[src/rtl/cpu_hp_pkg.sv]
package cpu_hp_pkg;
   localparam int BYTE_W = 8;

   function automatic logic [BYTE_W-1:0] bit_select(input logic [2:0] pos);
      return BYTE_W'(1) << pos;
   endfunction
endpackage

[src/rtl/cpu_id_decode.sv]
module cpu_id_decode #(
   parameter int ID_W     = 9,
   parameter int MAX_CPUS = 256,
   localparam int NUM_BYTES = MAX_CPUS / cpu_hp_pkg::BYTE_W,
   localparam int ADDR_W    = (NUM_BYTES > 1) ? $clog2(NUM_BYTES) : 1
) (
   input  logic [ID_W-1:0]   id,
   output logic [ADDR_W-1:0] byte_idx,
   output logic [7:0]        bit_mask,
   output logic              in_range
);
   localparam logic [ID_W:0] LIMIT = (ID_W+1)'(MAX_CPUS);

   if (ID_W < ADDR_W + 3) begin : g_bad_idw
      $error("ID_W too narrow for MAX_CPUS");
   end

   always_comb begin
      in_range = ({1'b0, id} < LIMIT);
      byte_idx = id[ADDR_W+2:3];
      bit_mask = cpu_hp_pkg::bit_select(id[2:0]);
   end
endmodule

[src/rtl/cpu_bitmap_store.sv]
module cpu_bitmap_store #(
   parameter int NUM_BYTES = 32,
   localparam int ADDR_W   = (NUM_BYTES > 1) ? $clog2(NUM_BYTES) : 1,
   localparam int VEC_W    = NUM_BYTES * 8
) (
   input  logic              clk,
   input  logic              rst_n,
   input  logic [VEC_W-1:0]  boot_vec,
   input  logic              set_en,
   input  logic [ADDR_W-1:0] set_idx,
   input  logic [7:0]        set_mask,
   input  logic              rd_en,
   input  logic [ADDR_W-1:0] rd_addr,
   output logic [7:0]        rd_data
);
   logic [7:0] map_q [NUM_BYTES];
   logic [7:0] rd_sel;
   logic [7:0] rd_q;

   always_ff @(posedge clk) begin
      for (int b = 0; b < NUM_BYTES; b++) begin
         if (!rst_n)
            map_q[b] <= boot_vec[b*8 +: 8];
         else if (set_en && (set_idx == ADDR_W'(b)))
            map_q[b] <= map_q[b] | set_mask;
      end
   end

   if (NUM_BYTES == (1 << ADDR_W)) begin : g_full_window
      assign rd_sel = map_q[rd_addr];
   end else begin : g_partial_window
      always_comb begin
         rd_sel = '0;
         for (int b = 0; b < NUM_BYTES; b++)
            if (rd_addr == ADDR_W'(b)) rd_sel = map_q[b];
      end
   end

   always_ff @(posedge clk) begin
      if (!rst_n)     rd_q <= '0;
      else if (rd_en) rd_q <= rd_sel;
   end

   assign rd_data = rd_q;
endmodule

[src/rtl/gpe_event.sv]
module gpe_event #(
   parameter int STS_W  = 8,
   parameter int HP_BIT = 2
) (
   input  logic             clk,
   input  logic             rst_n,
   input  logic             set_evt,
   input  logic [STS_W-1:0] clr_mask,
   input  logic [STS_W-1:0] enable,
   output logic [STS_W-1:0] sts,
   output logic             sci
);
   localparam logic [STS_W-1:0] HP_MASK = STS_W'(1) << HP_BIT;

   if (HP_BIT >= STS_W) begin : g_bad_bit
      $error("HP_BIT outside status byte");
   end

   logic [STS_W-1:0] sts_q;

   always_ff @(posedge clk) begin
      if (!rst_n) sts_q <= '0;
      else        sts_q <= (sts_q & ~clr_mask) | (set_evt ? HP_MASK : '0);
   end

   assign sts = sts_q;
   assign sci = |(sts_q & enable);
endmodule

[src/rtl/cpu_presence_map.sv]
module cpu_presence_map #(
   parameter int MAX_CPUS   = 256,
   parameter int ID_W       = 9,
   parameter int GPE_W      = 8,
   parameter int HP_STS_BIT = 2,
   localparam int NUM_BYTES = MAX_CPUS / 8,
   localparam int ADDR_W    = (NUM_BYTES > 1) ? $clog2(NUM_BYTES) : 1
) (
   input  logic                clk,
   input  logic                rst_n,
   input  logic [MAX_CPUS-1:0] boot_present,
   input  logic                rd_en,
   input  logic [ADDR_W-1:0]   rd_addr,
   output logic [7:0]          rd_data,
   input  logic                wr_en,
   input  logic [ADDR_W-1:0]   wr_addr,
   input  logic [7:0]          wr_data,
   input  logic                hp_valid,
   input  logic [ID_W-1:0]     hp_id,
   input  logic [GPE_W-1:0]    gpe_enable,
   input  logic [GPE_W-1:0]    gpe_clr,
   output logic [GPE_W-1:0]    gpe_sts,
   output logic                sci,
   output logic                hp_err
);
   if (MAX_CPUS % 8 != 0 || MAX_CPUS < 8) begin : g_bad_max
      $error("MAX_CPUS must be a positive multiple of 8");
   end

   logic [ADDR_W-1:0] dec_idx;
   logic [7:0]        dec_mask;
   logic              dec_ok;
   logic              accept;
   logic              err_q;
   logic              wr_unused_sink;

   assign wr_unused_sink = ^{wr_en, wr_addr, wr_data};

   cpu_id_decode #(.ID_W(ID_W), .MAX_CPUS(MAX_CPUS)) u_dec (
      .id(hp_id), .byte_idx(dec_idx), .bit_mask(dec_mask), .in_range(dec_ok)
   );

   assign accept = hp_valid & dec_ok;

   cpu_bitmap_store #(.NUM_BYTES(NUM_BYTES)) u_store (
      .clk(clk), .rst_n(rst_n), .boot_vec(boot_present),
      .set_en(accept), .set_idx(dec_idx), .set_mask(dec_mask),
      .rd_en(rd_en), .rd_addr(rd_addr), .rd_data(rd_data)
   );

   gpe_event #(.STS_W(GPE_W), .HP_BIT(HP_STS_BIT)) u_gpe (
      .clk(clk), .rst_n(rst_n), .set_evt(accept), .clr_mask(gpe_clr),
      .enable(gpe_enable), .sts(gpe_sts), .sci(sci)
   );

   always_ff @(posedge clk) begin
      if (!rst_n) err_q <= 1'b0;
      else        err_q <= hp_valid & ~dec_ok;
   end

   assign hp_err = err_q;
endmodule

[config.mk]
export PLATFORM = sky130hd
export DESIGN_NAME = cpu_presence_map
export DESIGN_NICKNAME = d
export VERILOG_FILES = /design/src/rtl/cpu_hp_pkg.sv /design/src/rtl/cpu_id_decode.sv /design/src/rtl/cpu_bitmap_store.sv /design/src/rtl/gpe_event.sv /design/src/rtl/cpu_presence_map.sv
export SDC_FILE = /design/constraint.sdc
export NUM_CORES = 1
export LEC_CHECK = 0
export BUFFER_PORTS_ARGS = -buffer_cell sky130_fd_sc_hd__buf_2
export CAP_MARGIN = 20
export CORE_ASPECT_RATIO = 1.25
export CORE_MARGIN = 5
export CORE_UTILIZATION = 50
export DETAILED_ROUTE_END_ITERATION = 8
export PLACE_DENSITY_LB_ADDON = 0.3
export REMOVE_ABC_BUFFERS = 1
export SETUP_SLACK_MARGIN = 0.05
export SYNTH_ARGS = -nofsm -noshare
export SYNTH_HDL_FRONTEND = slang
export SYNTH_SLANG_ARGS = --single-unit
export TNS_END_PERCENT = 10
[constraint.sdc]
create_clock -name clk -period 1.8 [get_ports clk]
set_input_delay 0.18 -clock clk [delete_from_list [all_inputs] [get_ports clk]]
set_output_delay 0.18 -clock clk [all_outputs]
set_load 0.01 [all_outputs]
==> results of run 1 <==
## area by class of cell
class                      count  area, µm²  share of cell area, %
sequential                   273       8028                  39.36
multi-input combinational   1153       6010                  29.46
timing repair buffer         661       5021                  24.62
clock buffer                  35      748.2                  3.668
tap                          355      444.2                  2.178
clock inverter                16      125.1                 0.6135
antenna                        8      20.02                0.09815
## what timing repair did
item	4_1_cts	5_1_grt
endpoints found under the setup margin	0	24
hold buffers	244	1
endpoints found under the hold margin	250	1
gates resized for setup	0	6
## metrics by stage
step                setup slack (ps)  TNS [ps]  hold WS (ps)
CTS                            103.8         0        0.1574
floorplan                     -563.0    -69370         251.5
global route                   56.13         0         3.506
global placement              -126.7    -763.1         337.5
detailed placement            -131.8    -913.2         341.1
finish                         134.3         0        -6.259
## synthesized netlist by cell type (all sizes together)
cell type	number
dfxtp	17
nor2	464
or3	1
nand3	6
nand4	2
or4	8
and4	1
and3b	3
a22oi	68
mux2i	128
or2	1
edfxtp	256
nor3b	4
a21oi	216
nand4b	1
nor2b	7
and3	6
nand2b	3
clkbuf	67
and2b	1
o21a	1
nor3	2
nand2	109
buf	38
o21ai	120
and2	1
## final timing paths
path	slack, ps	from	depth (start not counted)	end
max reg2reg	160	u_store.map_q[16][4]	5	u_store.rd_data[4]
min	-6	boot_present[154]	3	u_store.map_q[19][2]
min reg2reg	460	u_gpe.sts[5]	2	u_gpe.sts[5]
max	130	hp_valid	7	u_store.map_q[30][4]
## sequential cells by signal, summed over array words and instances (netlist names)
| signal | flops |
|---|---|
| hp_err | 1 |
| u_gpe.sts | 8 |
| u_store.map_q | 256 |
| u_store.rd_data | 8 |
## layer usage
layer | GRT usage [%] | vias up
met2 | 54.13 | 962
li1 | - | 6637
met4 | 16.95 | 0
met1 | 37.96 | 6824
met3 | 4.852 | 197
met5 | 0 | -
## worst min-delay path, stage by stage
cell and delay [ps]:
buf_2 70, nor2_1 30, a21oi_1 130
## cell families (layout without fill, tap and decap cells)
kind of cell,count (synthesis),after routing
flops,273,273
other cells,0,8
buf+inv,105,712
compound gates,405,405
mux,128,128
simple gates,620,620
## power groups by stage
stage	clock [µW]	combinational [µW]	sequential [µW]
global route	5960	2720	7810
global placement	0	1980	7870
CTS	5700	2440	7760
finish	5700	2530	7770
floorplan	0	1010	7780
detailed placement	0	2020	7890
==> out/metrics.cfg, run 1 <==
[setup_path]
path_buf_inv = 4
cp_cell_sequence = dlygate4sd3_1 > buf_2 > nor2b_1 > nand2_1 > buf_4 > o21ai_0 > buf_4
critPathArrivalTime_ps = 1910
start_kind = input pin
end_kind = flop
critPathMaxStageDelay_ps = 550
crit_type = in2reg
crit_top_cell = buf_4
crit_path_top_delay_cell = dlygate4sd3_1
critPathTopFamily = buffers and inverters
cp.required_ps = 2040
path_max_fanout = 16

[routing]
route.antenna.remaining_nets = 0
wl_met2_um = 26560
wl_met3_um = 5034
totalWireLength_um = 53710
m1WireLength_um = 18920
num_vias = 14620
top_layer_used = met4
wl_per_cell_um = 21.48
viasPerCell = 5.846
drt_iter0_drc = 1660
route.detailed.drc = 0
first_pass_iters = 6

[synth]
synth_mux_area_share_pct = 8.842
synth_top_cell_by_area = edfxtp_1
synth_area_mm2 = 0.01449
ys_seq_area_share_pct = 55.40
synth_cells = 1531
ys_types = 31
synth_compound_area_share_pct = 15.18
synth_top_area_share_pct = 53.05
ys_top_cells_by_area = edfxtp_1 53%, nor2_1 12%, mux2i_1 8.8%
yosys_warnings = 0
synth_seq_cells = 273
synthXorXnorAreaFrac_pct = 0
synth-simple-area-share_pct = 17.17
synth_top_family_by_area = simple AND/OR/NAND/NOR gates
syn_area_per_cell_um2 = 9.464
synthAdderAreaFrac_pct = 0

[timing]
drv_slew = 0
slew_headroom_pct = 62.50
fin_crit_sh_pct = 92.54
rsz0062_at_grt = no
hold_viol_final = 1
setup_viol = 0
period_minus_slack_ps = 1666
clock.fmax_mhz = 600.3
holdWs_ps = -6.259
skew_ps = 11.37
tightest_slew_ps = 562.6

[place]
dp.cells = 2197
dp_hpwl_um = 35800
finalWeightedCongestion = 0.8951
io_buffers = 307
place_area_mm2 = 0.01703

[clock_network]
cts-buffers-inserted = 28
ctsRootBufferMaster = clkbuf_16
htree_levels = 1
clk_latency_ps = 550
clock_sinks = 273
clockBufferDepth = 3
cts_tree = built
clkSlewWorstSetupHoldPaths_ps = 70
cts_setup_buffers = 0

[finish]
drive_gt1_share_pct = 22.26
final_cells = 2501
mostFrequentLayoutCell = nor2_1
final_area_mm2 = 0.02040
layout_common_cells = 452 x nor2_1, 306 x buf_2, 256 x edfxtp_1
fin_util_pct = 71.59
syn_to_final_growth_pct = 40.76
fillerInstances = 2035
layout.nets = 2421

[run_status]
status = complete, but fails checks
violations = hold timing

[power_and_ir_drop]
leakagePower_uw = 0.008569
clkPwrFrac_pct = 35.6
combPwrFrac_pct = 15.8
power_uw = 16000
p_sw_uw = 4066
seq_power_share_pct = 48.6
p_int_uw = 11940
pwr_density_cell_mw_per_mm2 = 784.6
swShare_pct = 25.41
vdd_drop_max_uv = 625.4

[global_routing]
grt_pass1_wl_um = 80930
antenna_found_initial = 8
grt_start_max_net_pins = 50
grt_pass1_vias = 14910
track_usage_pct = 31.54
overflow = 0

[die]
start_util_pct = 50.86
core.rowCount = 69
die_h_um = 200.3
die_w_um = 162.3
core_area_mm2 = 0.02849
boundaryPins = 322
die-area_mm2 = 0.03251

[min_path]
min_path_type = in2reg

[flow_run]
drv_cap = 0

(Power assumes the default switching activity.)
==> inputs of run 2 (changes only) <==
Settings changed: SKIP_CTS_REPAIR_TIMING set to 1, SYNTH_HIERARCHICAL set to 1.
==> run 2 against run 1 <==
  * The run still ends with hold timing left
  * Power grew 6.7%
  * Utilization grew 0.90 points
  * Final cell count grew 0.76%
  * Hold slack lost 28 ps
  * First-iteration DRC count grew 20%
  * Maximum frequency shrank 3.2%
  * Register-to-register slack lost 80 ps
  * Critical path depth shrank 1
==> out/metrics.cfg, run 2 <==
[run_status]
status = complete, but fails checks
violations = hold timing

[synth]
yosys_warnings = 6  ; +6
ys_top_cells_by_area = edfxtp_1 53%, nor2_1 9.1%, mux2i_1 8.8%
ys.flop_type = edfxtp_1
synth_area_mm2 = 0.01456  ; +0.46%
async_reset_ff_share_pct = 0  ; unchanged
synth_top_area_share_pct = 52.81  ; -0.24 points
netlist_top_cells_count = 354 x nor2_1, 256 x edfxtp_1, 199 x nand2_1
synth_cells = 1536  ; +0.33%
yosysMostFrequentCell = nor2_1
ys_seq_area_share_pct = 55.15  ; -0.25 points
synth_edf_count = 256  ; unchanged
ys_types = 34  ; +9.7%
synth_seq_cells = 273  ; unchanged
syn_area_per_cell_um2 = 9.477  ; +0.13%
synth_top_cell_by_area = edfxtp_1

[routing]
num_vias = 14780  ; +1.1%
totalWireLength_um = 56300  ; +4.8%
viasPerCell = 5.865  ; +0.33%
route.detailed.drc = 0  ; unchanged
route.antenna.remaining_nets = 0  ; unchanged
wl_per_cell_um = 22.34  ; +4.0%
drt_iter0_drc = 1990  ; +20%
first_pass_iters = 7  ; +1

[die]
core.rowCount = 69  ; unchanged
die-area_mm2 = 0.03265  ; +0.43%
die_h_um = 200.8  ; +0.22%
die_w_um = 162.6  ; +0.21%
boundaryPins = 322  ; unchanged
start_util_pct = 50.94  ; +0.078 points
core_area_mm2 = 0.02858  ; +0.30%

[finish]
final_area_mm2 = 0.02072  ; +1.6%
largest_register = u_store/map_q
syn_to_final_growth_pct = 42.32
largest_reg_flops = 256  ; unchanged
layout.nets = 2411  ; -0.41%
final_cells = 2520  ; +0.76%
drive_gt1_share_pct = 23.31  ; +1.0 points
mostFrequentLayoutCell = nor2_1
layout_common_cells = 353 x nor2_1, 306 x buf_2, 256 x edfxtp_1

[power_and_ir_drop]
leakagePower_uw = 0.009041  ; +5.5%
vdd_drop_max_uv = 592.5  ; -5.3%
pwr_density_cell_mw_per_mm2 = 824.2  ; +5.1%

[timing]
skew_ps = 15.29  ; +3.917 ps
setup_slack_ps = 78.90  ; -55.39 ps
holdWs_ps = -34.05  ; -27.79 ps
tightest_slew_ps = 953.5  ; +390.9 ps
drv_slew = 0  ; unchanged
period_minus_slack_ps = 1721  ; +55.39 ps
fin_crit_sh_pct = 95.62  ; +3.1 points
hold_viol_final = 25  ; +24
slew_headroom_pct = 36.44  ; -26 points
clock.fmax_mhz = 581.0  ; -3.2%
setup_viol = 0  ; unchanged
rsz0062_at_grt = no

[place]
post-place-ws_ps = -118.0  ; +13.79 ps
io_buffers = 307  ; unchanged
dp.cells = 2250  ; +2.4%
place_area_mm2 = 0.01746  ; +2.5%
dp_hpwl_um = 37810  ; +5.6%
finalWeightedCongestion = 0.9741  ; +8.8%

[clock_network]
cts-buffers-inserted = 28  ; unchanged
clk_latency_ps = 550  ; about the same
cts_tree = built
clkSlewWorstSetupHoldPaths_ps = 70  ; about the same
htree_levels = 1  ; unchanged
clockBufferDepth = 3  ; unchanged
ctsRootBufferMaster = clkbuf_16
clock_sinks = 273  ; unchanged

[setup_path]
critPathArrivalTime_ps = 2200  ; +290 ps
crit_type = reg2reg
critPathLaunch = u_store/map_q[17][7]
start_kind = flop
end_kind = flop
r2r_slack_ps = 80  ; -80 ps
path_max_fanout = 2  ; -14
rr_worst_depth = 6  ; +1
r2r_end = u_store/rd_data[7]
cp.required_ps = 2280  ; +240 ps
r2r_start = u_store/map_q[17][7]

[global_routing]
track_usage_pct = 29.47  ; -2.1 points
grt_start_max_net_pins = 33  ; -34%
overflow = 0  ; unchanged
grt_pass1_vias = 13350  ; -10%
grt_pass1_wl_um = 74750  ; -7.6%
antenna_found_initial = 4  ; -4

[flow_run]
drv_cap = 0  ; unchanged

[min_path]
min_path_type = in2reg
min_from = boot_present[220]
min_path_cells = 3  ; unchanged
hold_end = u_store/map_q[27][4]

-- run 2: cell types whose count changed after synthesis, sizes merged, moves of 2 or more --
cell / before / now
nand2: 109 / 199
nor2: 464 / 362
and3b: 3 / 10
nand3: 6 / 8
inv: 0 / 2
and3: 6 / 2
nand2b: 3 / 6
buf: 38 / 32
nor3: 2 / 6
and2: 1 / 3
a21oi: 216 / 128
o21ai: 120 / 208
clkbuf: 67 / 75
-- run 2: metal layers --
| layer | track usage (%) | part of all wire [%] | wire (µm) | up-vias |
|---|---|---|---|---|
| li1 | - | - | - | 6607 |
| met1 | 37.02 | 35 | 19890 | 6916 |
| met2 | 49.00 | 48 | 27180 | 1022 |
| met3 | 6.593 | 10 | 5736 | 229 |
| met4 | 12.71 | 6.2 | 3474 | 6 |
| met5 | 0 | 0.039 | 22 | - |
-- run 2: worst max-delay path by stage --
stage | end | depth (start not counted)
after floorplan | u_store/map_q[10][1] | 3
after global placement | u_store/rd_data[7] | 8
after detailed placement | u_store/rd_data[6] | 8
after CTS | u_store/rd_data[7] | 6
after global routing | u_store/rd_data[1] | 5
final | u_store/rd_data[7] | 6
-- run 2: critical path, cell delays in order, from the launching register on --
cell and delay (ps):
edfxtp_1 370, mux2i_1 150, a22oi_1 250, a21oi_1 110, buf_4 140, or4_1 490, a21oi_1 140
-- run 2: layout make-up --
| type | instances | area (µm²) |
|---|---|---|
| inverter | 2 | 7.507 |
| fill | 1969 | 7860 |
| timing repair buffer | 648 | 5071 |
| tap | 390 | 488.0 |
| clock inverter | 19 | 337.8 |
| multi-input combinational | 1154 | 6042 |
| antenna | 2 | 5.005 |
| clock buffer | 32 | 737.0 |
| sequential | 273 | 8028 |
-- run 2: per-stage QoR --
step	utilization (%)	power, µW	setup TNS (ps)
after CTS	64.88	16600	0
final	72.49	17080	0
after floorplan	-	8636	-73960
after global placement	61.11	9775	-785.4
after global routing	72.49	17570	0
after detailed placement	61.11	9824	-1752
-- run 2: where the power goes --
part	switching, µW	total [µW]	internal, µW	leakage, µW
Clock	2540	6890	4350	0.000523
Combinational	1340	2510	1180	0.00587
Sequential	251	7670	7420	0.00265
-- run 2: cell families after synthesis --
group | after synthesis | synth area share (%)
buffers and inverters | 109 | 3.533
flip-flops | 273 | 55.15
AND/OR/NAND/NOR | 621 | 17.41
multiplexers | 128 | 8.802
AO/OA/AOI/OAI | 405 | 15.11
==> inputs of run 3 (changes only) <==
==> constraint.sdc (replaced) <==
create_clock -name clk -period 1.8 [get_ports clk]
set_input_delay 0.09 -clock clk [delete_from_list [all_inputs] [get_ports clk]]
set_output_delay 0.09 -clock clk [all_outputs]
set_load 0.01 [all_outputs]
==> run 3 against run 2 <==
  * The run still ends with hold timing left
  * Worst setup slack got worse by 27 ps
  * Global-route usage decreased by 0.15 points
  * Clock power decreased by 13%
  * Critical path depth unchanged
  * Sequential share of layout area decreased by 0.49 points
  * Final cell count increased by 2.2%
  * Register-to-register slack got worse by 30 ps
  * Largest cell class unchanged
  * Count of clock-buffer cells in the layout increased by 5
  * Sequential power about the same
  * Power decreased by 4.5%
==> out/metrics.cfg, run 3 (synthesis gave the netlist of run 2 again) <==
[run_status]
status = complete, but fails checks
violations = hold timing

[routing]
totalWireLength_um = 58910  ; +4.6%
num_vias = 15240  ; +3.1%
first_pass_iters = 6  ; -1
route.detailed.drc = 0  ; unchanged
drt_iter0_drc = 1954  ; -1.8%
viasPerCell = 5.920  ; +0.93%
wl_per_cell_um = 22.88  ; +2.4%
route.antenna.remaining_nets = 0  ; unchanged

[flow_run]
drv_cap = 0  ; unchanged

[setup_path]
cp.required_ps = 2280  ; about the same
rr_worst_depth = 6  ; unchanged
r2r_start = u_store/map_q[17][7]
r2r_end = u_store/rd_data[7]
end_kind = flop
r2r_slack_ps = 50  ; -30 ps
start_kind = flop
critPathArrivalTime_ps = 2230  ; +30 ps
crit_type = reg2reg
path_max_fanout = 2  ; unchanged

[finish]
largest_register = u_store/map_q
layout_common_cells = 353 x nor2_1, 306 x buf_2, 266 x dlygate4sd3_1
multi_input_area_mm2 = 0.006042  ; unchanged
layout.nets = 2458  ; +1.9%
fillerInstances = 1910  ; -3.0%
mostFrequentLayoutCell = nor2_1
drive_gt1_share_pct = 22.66  ; -0.65 points
regArea_mm2 = 0.008028  ; unchanged
syn_to_final_growth_pct = 44.14
largest_reg_flops = 256  ; unchanged
final_cells = 2575  ; +2.2%

[die]
die_w_um = 162.6  ; unchanged
die_h_um = 200.8  ; unchanged
die-area_mm2 = 0.03265  ; unchanged
core_area_mm2 = 0.02858  ; unchanged
core.rowCount = 69  ; unchanged
boundaryPins = 322  ; unchanged
start_util_pct = 50.94  ; unchanged

[timing]
rsz0062_at_grt = no
hold_viol_final = 1  ; -96%
period_minus_slack_ps = 1748  ; +27.36 ps
clock.fmax_mhz = 571.9  ; -1.6%
skew_ps = 22.62  ; +7.335 ps
slew_headroom_pct = 44.40  ; +8.0 points
tightest_slew_ps = 833.2  ; -120.3 ps
fin_crit_sh_pct = 97.14  ; +1.5 points
holdWs_ps = -18.61  ; +15.43 ps
drv_slew = 0  ; unchanged
setup_slack_ps = 51.55  ; -27.36 ps
setup_viol = 0  ; unchanged

[global_routing]
track_usage_pct = 29.32  ; -0.15 points
grt_start_max_net_pins = 33  ; unchanged
antenna_found_initial = 12  ; +8
grt_pass1_wl_um = 75140  ; +0.53%
overflow = 0  ; unchanged
grt_pass1_vias = 13250  ; -0.76%

[place]
dp.cells = 2247  ; -0.13%
finalWeightedCongestion = 0.9909  ; +1.7%
post-place-ws_ps = -84.51  ; +33.50 ps
io_buffers = 307  ; unchanged
dp_hpwl_um = 38230  ; +1.1%

[clock_network]
cts-buffers-inserted = 29  ; +3.6%
htree_levels = 1  ; unchanged
clkSlewWorstSetupHoldPaths_ps = 60  ; about the same
ctsRootBufferMaster = clkbuf_16
clockBufferDepth = 3  ; unchanged
clock_sinks = 273  ; unchanged
cts_tree = built
clk_latency_ps = 550  ; about the same

[min_path]
hold_end = u_store/map_q[9][2]
min_path_type = in2reg
min_from = boot_present[74]
min_path_cells = 3  ; unchanged

[power_and_ir_drop]
vdd_drop_max_uv = 754.0  ; +27%
pwr_density_cell_mw_per_mm2 = 776.9  ; -5.7%
power_uw = 16300  ; -4.5%
leakagePower_uw = 0.009116  ; +0.83%

[run 3: changes by cell type in the layout (fill, tap and decap cells not counted)]
cell	delta
bufinv_16	-8
buf_12	-6
clkbuf_8	+4
inv_6	+1
clkinv_4	+1
clkinv_1	+1
buf_4	+3
diode_2	+7
clkbuf_1	+1
clkinvlp_4	+2
dlygate4sd3_1	+49
[run 3: power by group]
part,internal [µW],total [µW],switching (µW)
Clock,3400,5990,2590
Combinational,1250,2630,1390
Sequential,7420,7680,254
Total,12100,16300,4230
[run 3: worst max-delay path by stage]
stage,startpoint,depth (start not counted),slack [ps],endpoint
floorplan,hp_id[1],3,-510,u_store/map_q[10][1]
global placement,rd_addr[2],9,-40,u_store/rd_data[7]
detailed placement,rd_addr[1],9,-80,u_store/rd_data[7]
CTS,u_store/map_q[17][7],6,120,u_store/rd_data[7]
global route,u_store/map_q[17][7],6,80,u_store/rd_data[7]
finish,u_store/map_q[17][7],6,50,u_store/rd_data[7]
[run 3: layout make-up]
| cell class | count | share of cell area [%] |
|---|---|---|
| inverters | 2 | 0.03578 |
| diodes | 9 | 0.1073 |
| clock buffers | 37 | 3.793 |
| flip-flops and latches | 273 | 38.26 |
| repair buffers | 694 | 26.04 |
| multi-input cells | 1154 | 28.80 |
| well taps | 390 | 2.326 |
| clock inverters | 16 | 0.6381 |
[run 3: per-layer routing]
| metal | up-vias | global-route usage, % | part of all wire, % |
|---|---|---|---|
| li1 | 6708 | - | - |
| met1 | 7063 | 38.05 | 34 |
| met2 | 1180 | 50.03 | 49 |
| met3 | 284 | 5.771 | 10 |
| met4 | 8 | 8.511 | 6.1 |
| met5 | - | 0 | 0.078 |
[run 3: worst max-delay path: stages, from the launching register on]
cell and delay [ps]:
edfxtp_1 380, mux2i_1 140, a22oi_1 260, a21oi_1 110, buf_4 150, or4_1 500, a21oi_1 140
[run 3: per-stage QoR]
stage | setup TNS (ps) | util, % | area, µm²
after CTS | 0 | 64.03 | 18300
after floorplan | -61720 | - | 14050
after detailed placement | -201.3 | 60.77 | 17370
after global routing | 0 | 73.41 | 20980
after global placement | -85.86 | 60.77 | 17370
final | 0 | 73.42 | 20980
